--- config.mk ---
export PLATFORM = sky130hd
export DESIGN_NAME = biphase_audio_tx
export DESIGN_NICKNAME = d
export VERILOG_FILES = /design/src/rtl/biphase_audio_tx.sv
export SDC_FILE = /design/constraint.sdc
export NUM_CORES = 1
export LEC_CHECK = 0
export ABC_AREA = 0
export BUFFER_PORTS_ARGS = -buffer_cell sky130_fd_sc_hd__clkbuf_2
export CORE_AREA = 2 2 161 163
export CTS_CLUSTER_SIZE = 12
export DETAILED_ROUTE_END_ITERATION = 12
export DIE_AREA = 0 0 163 165
export SLEW_MARGIN = 20
export SYNTH_ARGS = -nofsm -noshare
export SYNTH_HDL_FRONTEND = slang
export SYNTH_SLANG_ARGS = --single-unit
--- constraint.sdc ---
create_clock -name clk -period 5.3 [get_ports clk]
set_input_delay 0.53 -clock clk [delete_from_list [all_inputs] [get_ports clk]]
set_output_delay 0.53 -clock clk [all_outputs]
set_load 0.1 [all_outputs]
--- src/rtl/biphase_audio_tx.sv ---
module biphase_audio_tx #(
  parameter int          FRAMES_PER_BLOCK = 192,
  parameter logic [31:0] CS_BITS          = 32'h0000_0004
) (
  input  logic       clk,
  input  logic       rst_n,
  input  logic       bclk_in,
  input  logic       fsync_in,
  input  logic       sdata_in,
  input  logic [1:0] fmt_sel,
  input  logic [1:0] width_sel,
  output logic       line_out
);

  localparam int FIDX_W = (FRAMES_PER_BLOCK > 1) ? $clog2(FRAMES_PER_BLOCK) : 1;
  localparam logic [7:0] PRE_BLK   = 8'b1001_1100;
  localparam logic [7:0] PRE_LEFT  = 8'b1001_0011;
  localparam logic [7:0] PRE_RIGHT = 8'b1001_0110;

  logic [2:0] bck_q;
  logic [1:0] fs_q, sd_q;

  always_ff @(posedge clk or negedge rst_n)
    if (!rst_n) begin
      bck_q <= '0;
      fs_q  <= '0;
      sd_q  <= '0;
    end else begin
      bck_q <= {bck_q[1:0], bclk_in};
      fs_q  <= {fs_q[0], fsync_in};
      sd_q  <= {sd_q[0], sdata_in};
    end

  logic rise, fall, step, fs_now, sd_now;
  assign rise   = bck_q[1] & ~bck_q[2];
  assign fall   = ~bck_q[1] & bck_q[2];
  assign step   = rise | fall;
  assign fs_now = fs_q[1];
  assign sd_now = sd_q[1];

  logic       left_lvl;
  logic [5:0] wbits, first;
  assign left_lvl = (fmt_sel != 2'd0);

  always_comb
    case (width_sel)
      2'd0:    wbits = 6'd16;
      2'd1:    wbits = 6'd18;
      2'd2:    wbits = 6'd20;
      default: wbits = 6'd24;
    endcase

  assign first = (fmt_sel == 2'd0) ? 6'd1 :
                 (fmt_sel == 2'd2) ? 6'd32 - wbits : 6'd0;

  logic        fs_prev;
  logic [5:0]  pos, pos_cur, k;
  logic [23:0] sh, sh_next, hold_l, buf_l, buf_r;
  logic        changed, in_win, frame_start;

  assign changed     = fs_now != fs_prev;
  assign pos_cur     = changed ? 6'd0 : ((&pos) ? pos : pos + 6'd1);
  assign k           = pos_cur - first;
  assign in_win      = (pos_cur >= first) && (k < wbits);
  assign frame_start = rise & changed & (fs_now == left_lvl);

  always_comb begin
    sh_next = changed ? '0 : sh;
    if (in_win) sh_next[5'd23 - k[4:0]] = sd_now;
  end

  always_ff @(posedge clk or negedge rst_n)
    if (!rst_n) begin
      fs_prev <= 1'b0;
      pos     <= '0;
      sh      <= '0;
      hold_l  <= '0;
      buf_l   <= '0;
      buf_r   <= '0;
    end else if (rise) begin
      fs_prev <= fs_now;
      pos     <= pos_cur;
      sh      <= sh_next;
      if (changed && fs_prev == left_lvl) hold_l <= sh;
      if (frame_start) begin
        buf_l <= hold_l;
        buf_r <= sh;
      end
    end

  logic [6:0]        slot, nslot;
  logic              active, started, line_q, ntog;
  logic [FIDX_W-1:0] frame_idx;

  assign nslot = slot + 7'd1;

  logic        ch, hf, cs, par, wbit;
  logic [4:0]  bn;
  logic [23:0] aud;
  logic [31:0] fidx_ext;
  logic [7:0]  pre;
  logic [2:0]  pidx;

  always_comb begin
    ch       = nslot[6];
    bn       = nslot[5:1];
    hf       = nslot[0];
    aud      = ch ? buf_r : buf_l;
    fidx_ext = 32'(frame_idx);
    cs       = (fidx_ext < 32) ? CS_BITS[fidx_ext[4:0]] : 1'b0;
    par      = ^{cs, aud};
    pre      = ch ? PRE_RIGHT : ((frame_idx == '0) ? PRE_BLK : PRE_LEFT);
    pidx     = {bn[1:0], hf};
    if (bn < 5'd28 && bn >= 5'd4) wbit = aud[bn - 5'd4];
    else if (bn == 5'd30)         wbit = cs;
    else if (bn == 5'd31)         wbit = par;
    else                          wbit = 1'b0;
    if (bn < 5'd4) ntog = pre[3'd7 - pidx];
    else           ntog = hf ? wbit : 1'b1;
  end

  always_ff @(posedge clk or negedge rst_n)
    if (!rst_n) begin
      slot      <= '0;
      active    <= 1'b0;
      started   <= 1'b0;
      line_q    <= 1'b0;
      frame_idx <= '0;
    end else if (frame_start) begin
      slot      <= '0;
      active    <= 1'b1;
      started   <= 1'b1;
      line_q    <= ~line_q;
      frame_idx <= (!started || frame_idx == FIDX_W'(FRAMES_PER_BLOCK - 1)) ? '0 : frame_idx + 1'b1;
    end else if (step && active) begin
      if (slot == 7'd127) active <= 1'b0;
      else begin
        slot   <= nslot;
        line_q <= line_q ^ ntog;
      end
    end

  assign line_out = line_q;

endmodule

---- Yosys cells after proc, flatten, opt, wreduce, memory -nomap -nowiden ----
Memory sizes are Yosys's and may differ from the RTL's.
Cells that the tools add are included.
word-level totals
  bits in registers ....................... 128
  bits in read-only memories .............. 32
  input bits .............................. 9
  memories kept ........................... 1
operators by class
  add/subtract/negate cells ............... 8
  $lt $le $gt $ge ......................... 11
  equality and inequality tests ........... 11
  muxes and demuxes ....................... 34
  bitwise gates (word level) .............. 9
  reduce and logical (&&, ||, !) cells .... 19
memory list
  memory           words  width  read ports  clocked after Yosys merged registers in  wr ports  line  text
  (no name shown)  32     1      1           0                                        0         110   cs = (fidx_ext < 32) ? CS_BITS[fidx_ext[4:0]] : 1'b0;
operator list
  kind                 count
  $mux 24              3
  $reduce_xor 25->1    1
  $bwmux 24            1
  $mux 6               4
  $mux 7               3
  $lt 5x6->1 const B   3
  $mux 1               16
  $pmux 4 s3           1
  $eq 5x5->1 const B   2
  $add 8x1->8 const B  1
  $eq 8x8->1 const B   1
  $logic_not 8->1      1
  $lt 8x6->1 const B   1
  $mux 4               2
  $mux 8               1
  $reduce_and 2->1     4
  $add 7x1->7 const B  1
  $eq 7x7->1 const B   1
  $add 6x1->6 const B  1
  $ge 6x6->1           1
  $lt 6x6->1           1
  $reduce_and 6->1     1
  $reduce_bool 2->1    3
  $sub 6x6->6          1
  25 further kinds     37

---- Depth between registers and ports, before layout ----
Gate-level depths: netlist of run 1.
  depth after elaboration ................. 13
  depth in mapped cells ................... 16
  gate-level depth less buffers ........... 16

---- Worst setup path before layout of run 1 ----
OpenSTA, ideal clock, no wires.
  kind .................................... reg-to-reg
  start ................................... register pos[0]
  end ..................................... register sh[4]
  library setup time ...................... 0.134 ns
  data arrival time ....................... 3.541 ns
  required time ........................... 5.166 ns
  setup slack ............................. 1.625 ns
  stages on the path, launching flop included .. 17
  buffers on the path ..................... 0
  clock period less this slack ............ 3.675 ns
  path through ............................ dfrtp_1 ha_1 nand2_1 nor2_1 xnor2_1 nand2b_1 ha_1 inv_1 fa_1 xnor2_1 inv_1 ha_1 a21o_1 a2111oi_0 nand4_1 o211ai_1 o31ai_1
on the way
  longest elaborated chain between the ends .. 11
  elaborated cells between the ends (all ways) .. 16
  those cells by class .................... add/sub: 3; order compare: 4; mux: 6; reduce/logical: 3
RTL lines
  element                                                                line  text
  start, declared                                                        57    logic [5:0] pos, pos_cur, k;
  start signal, assigned                                                 82    pos <= pos_cur;
  $add 6x1->6 / $reduce_and 6->1 (equally long branches)                 62    assign pos_cur = changed ? 6'd0 : ((&pos) ? pos : pos + 6'd1);
  $mux 6 (*) (2 in a row)                                                62
  $sub 6x6->6                                                            63    assign k = pos_cur - first;
  $sub 5x5->5                                                            69    if (in_win) sh_next[5'd23 - k[4:0]] = sd_now;
  $lt 5x6->1 (not written as such) / $ge 5x1->1 (equally long branches)  69
  $logic_and 1x1->1 (not written as such)                                69
  $mux 1 (not written as such)                                           69
  $demux 1 s5                                                            69
  $bwmux 24                                                              69
  $mux 24 (*)                                                            69
  end signal, assigned                                                   83    sh <= sh_next;
  end, declared                                                          58    logic [23:0] sh, sh_next, hold_l, buf_l, buf_r;
Mark *: on every way between the ends. The rest lies on a longest branch, timed or not.
A chain may end at the register's enable or synchronous reset.

---- Worst setup path after layout of run 1 ----
  start ................................... register pos[0]
  end ..................................... register sh[2]
The elaborated chain is that of the path after synthesis.

==> impl_metrics.csv, run 1 <==
group,metric,value,unit
status,status,"complete, no violations",
yosys,syn_nets,828,
power_and_ir_drop,leakagePower,3.79,nW
sta,tightest_slew,0.938,ns
floorplan,pin_count,10,
floorplan,dieArea,26900,um^2
sta,slew_headroom,0.369,
place,postPlaceCellArea,7710,um^2
worst_hold_path,min_path_type,"input port to async pin",
job,maxCapViolations,0,
floorplan,die_h,165,um
worst_setup_path,start_kind,"register",
worst_setup_path,cp_data_arrival_time,4.54,ns
sta,slew_violations,0,
clock_tree,clock-root-buffer,"clkbuf_16",
drt,wl_met3,371,um
worst_setup_path,critPathKind,"register to register",
worst_setup_path,critPathSlowestCell,"a2111oi_0",
worst_setup_path,worstPathRequired,5.58,ns
sta,skew,0.0103,ns
drt,drc,0,
clock_tree,htreeDepth,4,
worst_setup_path,crit_buf_inv,2,
clock_tree,postCtsResizedCells,0,
yosys,ys_types,67,
worst_setup_path,crit_path_frequent_cell,"ha_1",
drt,wl_per_cell,14.4,um
power_and_ir_drop,p_int,2.59,mW
sta,layout_setup_ws,1.04,ns
final_layout,final_util,0.332,
worst_setup_path,cp_cell_sequence,"ha_1, nand2_1, nor2_1, xnor2_1, nand2b_1, ha_1, inv_1, fa_1, xnor2_1, inv_1, ha_1, a21o_1, a2111oi_0, nand4_1, o211ai_1, o31ai_1",
sta,finalHoldViolCount,0,
yosys,ys_async_sr_fraction,1.00,
sta,finalCriticalPeriod,4.26,ns
final_layout,drive_gt1_frac,0.115,
drt,wl_met1,8150,um
global_routing,overflow,0,
clock_tree,clk_latency,0.42,ns
drt,routed-wl-met2,7610,um
power_and_ir_drop,clkPwrFrac,0.286,
drt,routed_via_density,4.83,
final_layout,final_common_cell,"nand2_1",
yosys,post_synth_inst_count,797,
power_and_ir_drop,p_seq_frac,0.329,
global_routing,grt_pass1_wl,27600,um
yosys,synth_flop_cell,"dfrtp_1",
worst_setup_path,cp_max_fo,8,
place,portBuffers,9,
yosys,synth_edf_count,0,
final_layout,seqCellArea,3200,um^2
sta,finalSetupViolCount,0,
final_layout,final_cell_mix,"nand2_1 (210), dfrtp_1 (128), xnor2_1 (45)",
floorplan,core,25000,um^2
global_routing,grt_pass1_vias,5245,
floorplan,die_x,163,um
worst_setup_path,slowest_delay,0.57,ns
yosys,synth_area,7420,um^2
final_layout,final_nets,820,
drt,via_count,5473,
clock_tree,cts_hold_buf,0,
power_and_ir_drop,pwr-share-comb,0.385,
global_routing,grt_max_degree,85,
sta,post-route-period-util,0.805,
final_layout,multi_input_area,3930,um^2
power_and_ir_drop,p_sw,1.53,mW
worst_setup_path,crit_family,"adder cells",
place,pre_cts_ws,1.11,ns
yosys,synth-seq-area-share,0.432,
sta,fin_tns_setup,0,ns
sta,max_freq,235,MHz
yosys,syn_area_per_cell,9.31,um^2
drt,drtPass1Iterations,4,
final_layout,design_area,8310,um^2
power_and_ir_drop,switching_share,0.371,
drt,wl,16300,um
floorplan,rows,58,
drt,highest_layer,"met4",
drt,postRouteAntennaNets,0,
floorplan,initial_utilization,0.296,
clock_tree,cts_setup_buffers,0,
power_and_ir_drop,powerDensity,496,nW/um^2
clock_tree,cts_made_buffers,17,
drt,dr.first_iter.drc_count,333,
yosys,yosysWarnings,0,
yosys,ys_ff_latch,128,
sta,rsz0062_at_grt,"no",
place,finalWeightedCongestion,0.831,
place,dpl.hpwl,11300,um
clock_tree,tritoncts,"built",
global_routing,grtUsageTotal,0.131,
final_layout,antenna_cells,0,
sta,hold_slack,0.162,ns
power_and_ir_drop,peakVddDrop,0.000243,V
clock_tree,clkSinkCount,128,
final_layout,syn_to_final_growth,12.0,%
global_routing,grt_antenna_before_repair,0,
final_layout,fillers,2581,
clock_tree,clkTransAtPathRegs,0.06,ns
clock_tree,cts_buffer_depth,2,
worst_setup_path,worst_setup_path_end_kind,"register",
power groups by stage:
| stage | clock, mW | combinational, mW | sequential, mW |
|---|---|---|---|
| 2_1_floorplan | 0 | 1.29 | 1.31 |
| 3_3_place_gp | 0 | 1.56 | 1.37 |
| 3_5_place_dp | 0 | 1.58 | 1.37 |
| 4_1_cts | 1.21 | 1.58 | 1.35 |
| 5_1_grt | 1.25 | 1.74 | 1.38 |
| 6_report | 1.18 | 1.59 | 1.35 |
logic make-up after synthesis:
| kind of cell | after synthesis | share of synthesized area |
|---|---|---|
| simple gates | 353 | 0.220 |
| xor+xnor | 60 | 0.0784 |
| mux | 62 | 0.0907 |
| buf+inv | 62 | 0.0394 |
| compound gates | 110 | 0.102 |
| flops | 128 | 0.432 |
| fa+ha+maj | 22 | 0.0381 |
area by class of cell:
cell class,count,area share
clock buffer,21,0.0566
clock inverter,11,0.0153
inverter,21,0.00948
multi-input combinational,607,0.473
sequential,128,0.385
tap,330,0.0497
timing repair buffer,14,0.0107
sequential cells by signal (all words and copies together) (netlist names):
signal and cells:
slot 7, started 1, buf_l 24, sd_q 2
pos 6, active 1, bck_q 3, sh 24
buf_r 24, line_out 1, hold_l 24, fs_prev 1
frame_idx 8, fs_q 2
routing by layer:
layer | vias to the layer above | global-route usage
met2 | 54 | 0.205
met3 | 14 | 0.0294
met4 | 0 | 0.0414
met1 | 2672 | 0.179
met5 | - | 0
li1 | 2733 | -
path summary, 6_finish.rpt:
check	startpoint	endpoint	slack, ns	cells after the start
worst max-delay path	pos[0]	sh[2]	1.04	16
worst min-delay path	rst_n	sd_q[0]	0.16	1
worst max register to register	pos[0]	sh[2]	1.04	16
worst min register to register	sd_q[0]	sd_q[1]	0.35	0
max in group asynchronous	rst_n	buf_r[10]	4.02	2
min in group clk	sdata_in	sd_q[0]	0.21	1
cells in the mapped netlist, types with 3 or more instances:
cell type  instances  share of area
o211ai_1          13          0.013
o21a_1             3         0.0030
a211oi_1           7         0.0071
nor4b_1            3         0.0035
mux2_2            31          0.047
o2111ai_1          4         0.0047
o21ai_1            4         0.0027
nor3_1            10         0.0067
xnor2_1           45          0.053
inv_1             21          0.011
and3b_1            3         0.0035
clkbuf_1          24          0.012
and3_1             7         0.0059
a21oi_1           17          0.011
o31ai_1            9         0.0091
xor2_1            10          0.012
mux2i_1           29          0.039
o22ai_1            4         0.0034
and2_1             5         0.0042
nand4_1            6         0.0051
nor4_1             8         0.0067
nand2b_1          10         0.0084
dfrtp_1          128           0.43
ha_1              21          0.035
buf_6              6         0.0091
nor2b_1            8         0.0067
nand2_1          212           0.11
or3_1              3         0.0025
a31oi_1            4         0.0034
o21ai_0           24          0.016
nand3b_1           3         0.0030
xnor3_1            3         0.0091
nor2_1            28          0.014
a311oi_1           3         0.0035
buf_2              9         0.0061
nand3_1           28          0.019
nor3b_1            7         0.0071
stage by stage:
step                instances  total power, mW
finish                   1132             4.12
floorplan                 797             2.60
global placement         1100             2.92
CTS                      1132             4.14
detailed placement       1100             2.95
global route             1132             4.38
worst register-to-register path, cell delays in order, from the launching register on:
cell       delay (ns)
dfrtp_1          0.40
ha_1             0.25
nand2_1          0.11
nor2_1           0.22
xnor2_1          0.10
nand2b_1         0.10
ha_1             0.17
inv_1            0.05
fa_1             0.41
xnor2_1          0.35
inv_1            0.16
ha_1             0.30
a21o_1           0.16
a2111oi_0        0.57
nand4_1          0.40
o211ai_1         0.28
o31ai_1          0.11
Note: power is estimated with default switching activity, not from simulation.
==> run 2: changes to the inputs <==
==> constraint.sdc (replaced) <==
create_clock -name clk -period 4 [get_ports clk]
set_input_delay 0.4 -clock clk [delete_from_list [all_inputs] [get_ports clk]]
set_output_delay 0.4 -clock clk [all_outputs]
set_load 0.1 [all_outputs]
==> impl_metrics.csv, run 2 (synthesized netlist as in run 1, its figures left out) <==
group,metric,value,unit
worst_setup_path,worst_setup_path_end_kind,"register",
worst_hold_path,min_path_type,"input port to async pin",
drt,drc,0,
global_routing,grt_max_degree,80,
clock_tree,clock-root-buffer,"clkbuf_16",
power_and_ir_drop,peakVddDrop,0.000304,V
clock_tree,clkSinkCount,128,
clock_tree,cts_hold_buf,0,
power_and_ir_drop,leakagePower,3.84,nW
global_routing,overflow,0,
clock_tree,cts_buffer_depth,2,
final_layout,final_cells,1144,
clock_tree,clkTransAtPathRegs,0.06,ns
final_layout,final_nets,832,
worst_setup_path,ff2ff_path_depth,17,
floorplan,initial_utilization,0.296,
worst_setup_path,worstPathRequired,4.28,ns
clock_tree,tritoncts,"built",
sta,finalSetupViolCount,0,
drt,wl_per_cell,14.6,um
global_routing,grtUsageTotal,0.134,
worst_setup_path,reg2reg_to,"sh[4]",
drt,wl,16700,um
sta,fin_tns_setup,0,ns
place,finalWeightedCongestion,0.828,
floorplan,dieArea,26900,um^2
final_layout,final_cell_mix,"nand2_1 (211), dfrtp_1 (128), xnor2_1 (44)",
sta,slew_headroom,0.411,
worst_setup_path,crit_buf_inv,3,
final_layout,drive_gt1_frac,0.133,
worst_setup_path,start_kind,"register",
power_and_ir_drop,powerDensity,650,nW/um^2
place,portBuffers,9,
worst_setup_path,crit_family,"adder cells",
final_layout,antenna_cells,0,
sta,max_freq,272,MHz
worst_setup_path,cp_num_cells,17,
global_routing,grt_antenna_before_repair,0,
final_layout,final_util,0.336,
place,dpl.hpwl,11600,um
sta,tightest_slew,0.883,ns
sta,skew,0.0173,ns
clock_tree,clk_latency,0.43,ns
worst_setup_path,cp_data_arrival_time,3.96,ns
clock_tree,htreeDepth,4,
place,dp.cells,1110,
floorplan,die_h,165,um
floorplan,die_x,163,um
worst_setup_path,critPathSlowestCell,"fa_1",
drt,postRouteAntennaNets,0,
status,status,"complete, no violations",
worst_setup_path,slowest_delay,0.43,ns
worst_setup_path,critPathKind,"register to register",
clock_tree,cts_made_buffers,17,
place,pre_cts_ws,-0.154,ns
floorplan,core,25000,um^2
global_routing,grt_pass1_wl,28600,um
drt,via_count,5694,
global_routing,grt_pass1_vias,5532,
job,maxCapViolations,0,
floorplan,rows,58,
drt,routed_via_density,4.98,
sta,slew_violations,0,
sta,post-route-period-util,0.921,
sta,layout_setup_ws,0.317,ns
drt,dr.first_iter.drc_count,402,
worst_setup_path,cp_max_fo,8,
worst_setup_path,r2r_start,"pos[0]",
final_layout,syn_to_final_growth,13.2,%
sta,finalCriticalPeriod,3.68,ns
floorplan,pin_count,10,
drt,drtPass1Iterations,7,
worst_setup_path,reg2reg_slack,0.32,ns
worst_setup_path,cp_cell_sequence,"ha_2, nand2_1, nor2_2, xnor2_1, nand2b_1, ha_1, inv_1, fa_1, xnor2_2, inv_1, ha_1, a21o_1, a2111oi_4, nand4_1, buf_4, o211ai_1, o31ai_1",
sta,finalHoldViolCount,0,
final_layout,final_common_cell,"nand2_1",
==> run 2: layer usage <==
layer | vias up | GRT usage | wire length, um
li1 | 2763 | - | -
met1 | 2771 | 0.180 | 7980
met2 | 136 | 0.209 | 7780
met3 | 24 | 0.0352 | 676
met4 | 0 | 0.0442 | 289
met5 | - | 0 | 0
==> run 2: stage by stage <==
step           hold WS (ns)  instance area (um^2)  total power, mW
2_1_floorplan         0.104                  7420             3.45
3_3_place_gp          0.335                  7790             3.93
3_5_place_dp          0.337                  7790             3.95
4_1_cts              0.0385                  8370             5.46
5_1_grt              0.0579                  8400             5.83
6_report            0.00402                  8400             5.46
==> run 2: power breakdown <==
part	total, mW	switching (mW)	internal [mW]
Clock	1.47	0.607	0.865
Sequential	1.79	0.273	1.52
Combinational	2.20	1.18	1.02
Total	5.46	2.06	3.40
==> run 2: layout make-up <==
class                           count  area (um^2)
Inverter                           21         78.8
Sequential cell                   128         3200
Clock buffer                       23          488
Clock inverter                      9         72.6
Fill cell                        2535        16600
Tap cell                          330          413
Timing Repair Buffer               26          179
Multi-Input combinational cell    607         3970
==> run 2: worst max path at each step <==
stage / from / to / slack, ns
3_3_place_gp: pos[0] / sh[2] / 0.04
2_1_floorplan: pos[0] / sh[4] / 0.32
3_5_place_dp: pos[0] / sh[0] / -0.15
4_1_cts: pos[0] / sh[4] / 0.10
5_1_grt: pos[0] / sh[4] / -0.008
6_report: pos[0] / sh[4] / 0.32
==> run 2: repair_timing <==
item                                    CTS  global route
gates resized for setup                   1             7
pin swaps                                 2             0
endpoints found under the setup margin    8             8
setup buffers                             2             0
hold endpoints to repair                  0             0
